<file path="src/rtl/npc_pkg.sv">
package npc_pkg;
  localparam int unsigned ADDR_W     = 32;
  localparam int unsigned IMM_W      = 16;
  localparam int unsigned RIDX_W     = 5;
  localparam int unsigned WORD_BYTES = 4;
  localparam int unsigned WORD_SHIFT = $clog2(WORD_BYTES);
  localparam int unsigned NCMD       = 4;

  // strobe positions inside the packed command vector
  localparam int unsigned CMD_BZ   = 0;
  localparam int unsigned CMD_BNE  = 1;
  localparam int unsigned CMD_JR   = 2;
  localparam int unsigned CMD_JALR = 3;

  typedef logic [ADDR_W-1:0] addr_t;

  typedef enum logic [2:0] {
    K_NONE, K_BZ, K_BNE, K_JR, K_JALR, K_MULTI
  } cmd_kind_e;

  function automatic addr_t seq_pc(input addr_t pc);
    return pc + addr_t'(WORD_BYTES);
  endfunction

  function automatic addr_t word_offset(input logic [IMM_W-1:0] imm);
    addr_t ext;
    ext = {{(ADDR_W-IMM_W){imm[IMM_W-1]}}, imm};
    return ext << WORD_SHIFT;
  endfunction

  function automatic addr_t branch_pc(input addr_t pc, input logic [IMM_W-1:0] imm);
    return seq_pc(pc) + word_offset(imm);
  endfunction
endpackage

</file>
<file path="src/rtl/npc_cmd_decode.sv">
module npc_cmd_decode
  import npc_pkg::*;
#(
  parameter int unsigned N = NCMD
) (
  input  logic [N-1:0] strobes,
  output cmd_kind_e    kind,
  output logic         multi
);
  logic [$clog2(N+1)-1:0] cnt;

  always_comb begin
    cnt = '0;
    for (int i = 0; i < N; i++) cnt = cnt + {{($clog2(N+1)-1){1'b0}}, strobes[i]};
  end

  assign multi = (cnt > 1);

  always_comb begin
    kind = K_NONE;
    if (multi)                   kind = K_MULTI;
    else if (strobes[CMD_BZ])    kind = K_BZ;
    else if (strobes[CMD_BNE])   kind = K_BNE;
    else if (strobes[CMD_JR])    kind = K_JR;
    else if (strobes[CMD_JALR])  kind = K_JALR;
  end
endmodule

</file>
<file path="src/rtl/npc_target.sv">
module npc_target
  import npc_pkg::*;
(
  input  addr_t            pc,
  input  logic [IMM_W-1:0] imm,
  output addr_t            seq,
  output addr_t            br
);
  assign seq = seq_pc(pc);
  assign br  = branch_pc(pc, imm);
endmodule

</file>
<file path="src/rtl/npc_select.sv">
module npc_select
  import npc_pkg::*;
(
  input  cmd_kind_e kind,
  input  addr_t     rs,
  input  addr_t     rt,
  input  addr_t     seq,
  input  addr_t     br,
  output addr_t     next_pc,
  output logic      taken,
  output logic      link_req
);
  always_comb begin
    taken    = 1'b0;
    link_req = 1'b0;
    next_pc  = seq;
    unique case (kind)
      K_BZ:  taken = (rs == '0);
      K_BNE: taken = (rs != rt);
      K_JR:  next_pc = rs;
      K_JALR: begin
        next_pc  = rs;
        link_req = 1'b1;
      end
      default: ;
    endcase
    if (taken) next_pc = br;
  end
endmodule

</file>
<file path="src/rtl/npc_unit.sv">
module npc_unit
  import npc_pkg::*;
#(
  parameter logic [ADDR_W-1:0] RESET_PC = '0,
  parameter int unsigned       LINK_REG = 31
) (
  input  logic              clk,
  input  logic              rst,
  input  logic              adv_en,
  input  logic              cmd_bz,
  input  logic              cmd_bne,
  input  logic              cmd_jr,
  input  logic              cmd_jalr,
  input  logic [ADDR_W-1:0] rs_val,
  input  logic [ADDR_W-1:0] rt_val,
  input  logic [IMM_W-1:0]  imm16,
  output logic [ADDR_W-1:0] pc_q,
  output logic              link_we,
  output logic [RIDX_W-1:0] link_idx,
  output logic [ADDR_W-1:0] link_data,
  output logic              cmd_err
);
  logic [NCMD-1:0] strobe_w;
  cmd_kind_e       kind_w;
  logic            multi_w;
  logic            take_w;
  logic            link_req_w;
  addr_t           seq_w, br_w, next_w;

  always_comb begin
    strobe_w           = '0;
    strobe_w[CMD_BZ]   = cmd_bz;
    strobe_w[CMD_BNE]  = cmd_bne;
    strobe_w[CMD_JR]   = cmd_jr;
    strobe_w[CMD_JALR] = cmd_jalr;
  end

  npc_cmd_decode #(.N(NCMD)) u_dec (.strobes(strobe_w), .kind(kind_w), .multi(multi_w));
  npc_target u_tgt (.pc(pc_q), .imm(imm16), .seq(seq_w), .br(br_w));
  npc_select u_sel (
    .kind(kind_w), .rs(rs_val), .rt(rt_val), .seq(seq_w), .br(br_w),
    .next_pc(next_w), .taken(take_w), .link_req(link_req_w)
  );

  assign link_idx = RIDX_W'(LINK_REG);

  always_ff @(posedge clk) begin
    if (rst) begin
      pc_q      <= RESET_PC;
      link_we   <= 1'b0;
      link_data <= '0;
      cmd_err   <= 1'b0;
    end else begin
      link_we <= 1'b0;
      cmd_err <= 1'b0;
      if (adv_en) begin
        pc_q    <= next_w;
        link_we <= link_req_w;
        cmd_err <= multi_w;
        if (link_req_w) link_data <= seq_w;
      end
    end
  end
endmodule

</file>
<file path="config.mk">
export PLATFORM = sky130hd
export DESIGN_NAME = npc_unit
export DESIGN_NICKNAME = d
export VERILOG_FILES = /design/src/rtl/npc_pkg.sv /design/src/rtl/npc_cmd_decode.sv /design/src/rtl/npc_target.sv /design/src/rtl/npc_select.sv /design/src/rtl/npc_unit.sv
export SDC_FILE = /design/constraint.sdc
export NUM_CORES = 1
export LEC_CHECK = 0
export BUFFER_PORTS_ARGS = -buffer_cell sky130_fd_sc_hd__buf_2
export CAP_MARGIN = 20
export CORE_ASPECT_RATIO = 1.5
export CORE_MARGIN = 5
export CORE_UTILIZATION = 45
export CTS_CLUSTER_DIAMETER = 40
export DETAILED_ROUTE_END_ITERATION = 12
export PLACE_DENSITY = 0.77
export SYNTH_ARGS = -nofsm -noshare
export SYNTH_HDL_FRONTEND = slang
export SYNTH_SLANG_ARGS = --single-unit
</file>
<file path="constraint.sdc">
create_clock -name clk -period 3.42 [get_ports clk]
set_input_delay 0.513 -clock clk [delete_from_list [all_inputs] [get_ports clk]]
set_output_delay 0.513 -clock clk [all_outputs]
set_load 0.02 [all_outputs]
</file>
; ---- Word level (Yosys, flattened, before mapping)
; Cells that the tools add are included.
; W data, S select, Z words.
[totals]
reg_bits = 66
inputBits = 87
output_inout_bits = 71
word_cells = 29
[classes]
n_addsub = 5
n_lt_le_gt_ge = 1
eq_ne = 5
muxes = 9
bitwise = 1
n_reduce_logical = 4
[op_table]
columns = op, n
row1 = $mux W32, 2
row2 = $add A32 B3 Y32 const B, 1
row3 = $add A32 B32 Y32, 1
row4 = $logic_not A32 Y1, 1
row5 = $ne A32 B32 Y1, 1
row6 = $mux W3, 5
row7 = $add A3 B1 Y3, 2
row8 = $eq A3 B2 Y1 const B, 2
row9 = $reduce_or A2 Y1, 2
row10 = $eq A3 B1 Y1 const B, 1
row11 = $eq A3 B3 Y1 const B, 1
row12 = $gt A3 B1 Y1 const B, 1
row13 = $add A1 B1 Y2, 1
row14 = $pmux W1 S2, 1
row15 = $reduce_and A2 Y1, 1
row16 = $mux W1, 1
row17 = $not A1 Y1, 1

; ---- Logic depth before layout (Yosys ltp)
[logic_depth]
ltp_word = 9
ltp_mapped = 15
mapped_depth_nobuf = 15

; ---- Hierarchy
; A second synthesis with hierarchy kept.
[unflattened]
hier_cells = 721
hier_area_um2 = 6603.8
[modules_own_cells]
columns = mod, instances, cells_each, area_per_inst_um2, seq_area_each_um2
row1 = npc_unit, 1, 260, 2887.8, 1321.3
row2 = npc_target, 1, 316, 2250.9, 0.0
row3 = npc_select, 1, 132, 1371.3, 0.0
row4 = npc_cmd_decode, 1, 13, 93.8, 0.0

; ---- Worst setup path after synthesis
; No wires, ideal clock.
[synth_timing]
kind = flip-flop to flip-flop
start = register pc_q[2]
end = register pc_q[31]
setup_time_ps = 74
t_arrival_ps = 3365
required_time_ps = 3346
path_slack_ps = -19
stages_incl_launch_ff = 16
path_buffers = 0
period_less_slack_ps = 3439
cell_sequence = dfxtp_1 > ha_1 > nand4_4 > nor2_1 > nand3_1 > xor2_1 > inv_1 > ha_1 > and2_1 > and3_1 > a221oi_2 > nand2_2 > a31oi_1 > o31ai_1 > o31a_1 > a31oi_1
[synth_via]
elab_chain_len = 3
word_cells_on_any_way = 4
cone_classes = add/sub (2) / mux (2)
[synth_lines]
columns = item, line
row1 = "start, declared", npc_unit.sv:17  ; output logic [ADDR_W-1:0] pc_q,
row2 = "start signal, assigned", npc_unit.sv:57  ; pc_q <= next_w;
row3 = $add A32 B3 Y32, npc_pkg.sv:22  ; return pc + addr_t'(WORD_BYTES);
row4 = net seq_w[16], npc_unit.sv:28  ; addr_t seq_w, br_w, next_w;
row5 = $add A32 B32 Y32, npc_pkg.sv:32  ; return seq_pc(pc) + word_offset(imm);
row6 = $mux W32, npc_select.sv:27  ; if (taken) next_pc = br;
; The timed path passes the listed nets, and every way through them passes these cells.
; A chain may end at the register's enable or synchronous reset.

; ---- Worst setup path after layout
[layout_timing]
start = register pc_q[7]
end = register pc_q[27]
; Same word-level chain as after synthesis.

==> run summary <==
==============================================================================
Status                                                            finished, final reports clean
Number of buffers inserted by port buffering                               152
Routed length on met3                                                  1.54 mm
Max Root-Sink Buffers                                                        2
Reg2Reg Setup Slack                                                    0.04 ns
Combinational group share of total power                                 0.362
RSZ-0062 raised after global routing                                      true
Overall die width                                                       102 um
Relative slew slack                                                      0.344
Number of global-route vias before repair                                6,357
Internal Dissipation                                                   1.93 mW
Routed length on met1                                                  7.46 mm
ANT cells                                                                    0
#FFs+latches synth                                                          66
Number of cell instances on the worst register-to-register path             13
Top-area cell type share of the netlist area                             0.233
Tot Pwr                                                                2.95 mW
Critical path arrival                                                  3.64 ns
Slew of the pin with the lowest slew margin                           0.981 ns
Count of cell types in the netlist                                          69
WP data required                                                       3.68 ns
Area of the core region                                             0.0124 mm2
Final Routed Wirelength                                                22.6 mm
Estimated wirelength of the detail-placed design                       17.6 mm
Crit path max fanout                                                         6
Most repeated library cell on the critical path                       a211oi_2
Final RePlAce weighted congestion                                         1.02
Fin nets                                                                 1,059
Filler Cell Count                                                        1,120
Initial antenna violation count                                              0
Number of H-tree levels                                                      3
Fraction of layout instances using a drive strength above 1              0.334
Maximum number of pins on one net before global-route repair                48
Total Die Area                                                      0.0150 mm2
Relative contribution of sequential cells to total power                 0.285
Max incr delay on CP                                                   0.36 ns
Worst reg2reg path endpoint                                           pc_q[27]
Time the final worst path needs with I/O delays and setup              3.38 ns
Cell Area, Placed                                                  0.00702 mm2
GRT Resource Usage Total                                                 0.291
Clock tree skew after final layout                                  0.00755 ns
Worst hold path cell count                                                   2
Initial core utilization                                                 0.456
CTS Buf Count                                                                9
Number of setup violations in the final report                               0
Sequential-to-total area share from yosys stat                           0.233
Clock power frac                                                         0.354
Main flop type after synthesis                                         dfxtp_1
Highest Clock Rate                                                   0.296 GHz
Power per Cell Area                                                 385 mW/mm2
Cell count along the critical path                                          13
Post-Syn Area                                                      0.00568 mm2
Endpoint class of the critical path                                  flip-flop
Average cell area after synthesis                                     7.79 um2
Total I/O pin count                                                        158
Maximum capacitance violations                                               0
CTS tree                                                                  done
Leading cell types by total area after synthesis                  dfxtp_1 23%, xnor2_1 9.4%, ha_1 8.4%, nor2_1 6.9%, a211oi_1 5.7%
DRC violations left                                                          0
Wire length of the first global-routing pass                           33.3 mm
Std cell rows                                                               50
Post-synthesis instance total                                              729
Hold Vio Cnt, Final                                                          0
Average vias per placed instance                                          5.87
Fin crit share                                                           0.988
Kind of cell adding the most delay to the critical path           compound AO/OA/AOI/OAI gates
Die H                                                                   148 um
Launch point of the worst reg-to-reg path                              pc_q[7]
Area taken by multi-input logic gates                              0.00432 mm2
Crit path buf inv count                                                      0
Number of vias in the routed layout                                      6,420
Clock transition at path regs                                          0.06 ns
Average detailed-routed wire length per instance                       20.7 um
Start point of the worst hold path                                link_data[0]
Worst-case vdd ir drop                                                0.259 mV
Static leakage                                                         3.58 nW
Number of slew-limit violations in the final report                          0
Wire length on met2                                                    11.5 mm
Clock tree root driver cell                                          clkbuf_16
Largest area contributor in the synthesized netlist                    dfxtp_1
Worst hold path endpoint                                          link_data[0]
Highest metal layer with signal wires                                     met4
Number of detailed-routing iterations run before antenna repair              5
Class of the tightest hold or removal check                            reg2reg
Area occupied by registers                                         0.00133 mm2
Fraction of registers with async set/reset                                   0
Layout Cell Area excl Fill                                         0.00764 mm2
Cells along the critical path                                     and4_4, nand4_4, nor2_2, xor2_1, ha_4, a211oi_2, o21bai_1, a221oi_2, nand2_2, a21oi_4, mux2i_1, o311a_1, a211oi_2
Number of enable flip-flop cells after synthesis                             0
Total congestion overflow after global routing                               0
Critical Setup Path Class                                              reg2reg
Sinks on Clock Net                                                          66
Area growth, synth to finish                                             34.6%
Net Sw Frac                                                              0.345
Startpoint kind of the worst setup timing path                       flip-flop
Post-DRT Antenna Nets                                                        0
Worst path slowest cell                                               a221oi_2
Worst-Skew Late Latency                                                0.34 ns
Yosys Warn Count                                                             0
Starting DRT DRC Count                                                     400
Switching power summed over all nets                                   1.02 mW
==============================================================================
[logic make-up after synthesis]
| kind of cell | Yosys count | share of synthesized area |
|---|---|---|
| adders and majority gates | 39 | 0.0872 |
| DFF | 66 | 0.233 |
| xor gates and xnor gates | 82 | 0.126 |
| AOI/OAI and AO/OA | 186 | 0.231 |
| buffers and inverters | 67 | 0.0524 |
| other | 1 | 0.000660 |
| muxes | 23 | 0.0418 |
| and+or+nand+nor | 265 | 0.228 |
[how the worst max path moves through the flow]
| stage | to | slack [ns] | from |
|---|---|---|---|
| after floorplan | pc_q[31] | 0.002 | pc_q[4] |
| after global placement | pc_q[31] | 0.15 | pc_q[17] |
| after detailed placement | pc_q[31] | 0.05 | pc_q[17] |
| after CTS | pc_q[31] | 0.02 | pc_q[17] |
| after global routing | pc_q[20] | -0.09 | pc_q[7] |
| final | pc_q[27] | 0.04 | pc_q[7] |
[timing repair]
item                                    CTS  global route
hold buffers                              0             0
buffers inserted                          0             8
resized for setup                         0            45
endpoints found under the setup margin    0            13
[synth_stat cells (all sizes together) (2+ instances only)]
master / count
a211o: 2
a211oi: 46
a21o: 16
a21oi: 37
a221oi: 2
a311oi: 2
a31oi: 7
and2: 6
and3: 12
and4: 5
buf: 16
clkbuf: 25
dfxtp: 66
ha: 38
inv: 26
mux2: 6
mux2i: 17
nand2: 54
nand2b: 3
nand3: 21
nand3b: 2
nand4: 18
nor2: 105
nor2b: 4
nor3: 18
nor4: 9
nor4b: 2
o211ai: 8
o21a: 6
o21ai: 33
o21bai: 12
o31a: 4
o32ai: 2
o41ai: 2
or3: 2
xnor2: 61
xor2: 21
[sequential cells by signal, indices dropped and copies added, names as in the netlist]
name,count
link_data,32
link_we,1
pc_q,32
cmd_err,1
[stage by stage]
step / setup WS, ns / util / cells / TNS (ns) / hold WS (ns)
floorplan: 0.00247 / - / 733 / 0 / 0.446
global placement: 0.155 / 0.564 / 1070 / 0 / 0.441
detailed placement: 0.0517 / 0.564 / 1070 / 0 / 0.446
CTS: 0.0174 / 0.590 / 1086 / 0 / 0.454
global route: -0.0867 / 0.614 / 1094 / -0.670 / 0.468
finish: 0.0427 / 0.614 / 1094 / 0 / 0.452
[tightest hold or removal path, stage by stage (launching register included)]
cell     delay [ns]
dfxtp_1        0.31
nand2_1        0.05
a21oi_1        0.05
[per-layer routing]
layer / vias up / global-route usage
met5: - / 0
met2: 329 / 0.519
met3: 106 / 0.0430
met1: 2965 / 0.290
met4: 0 / 0.234
li1: 3020 / -
[power by group through the flow]
| stage | clock network (mW) | logic, mW | registers, mW |
|---|---|---|---|
| final | 1.04 | 1.06 | 0.839 |
| after detailed placement | 0 | 0.978 | 0.852 |
| after CTS | 1.05 | 0.986 | 0.835 |
| after global routing | 1.09 | 1.14 | 0.843 |
| after floorplan | 0 | 0.546 | 0.904 |
| after global placement | 0 | 0.970 | 0.851 |
[final cells by class]
class | instances | area share
inverters | 26 | 0.0128
flip-flops and latches | 66 | 0.174
well taps | 156 | 0.0255
repair buffers | 230 | 0.180
clock buffers | 11 | 0.0318
clock inverters | 5 | 0.0111
multi-input cells | 600 | 0.565
[layout by cell type (no fill, tap or decap), drive strengths merged, types with 7 or more instances in the layout]
cell type,count
a21oi,37
inv,28
nand2,54
dfxtp,66
nor4,9
and3,12
nand4,18
xor2,21
nor2,105
nor3,18
a211oi,46
o211ai,8
a31oi,7
clkbuf,11
o21ai,33
buf,230
o21bai,12
mux2i,17
a21o,16
ha,38
xnor2,61
nand3,21
(Power assumes the default switching activity.)
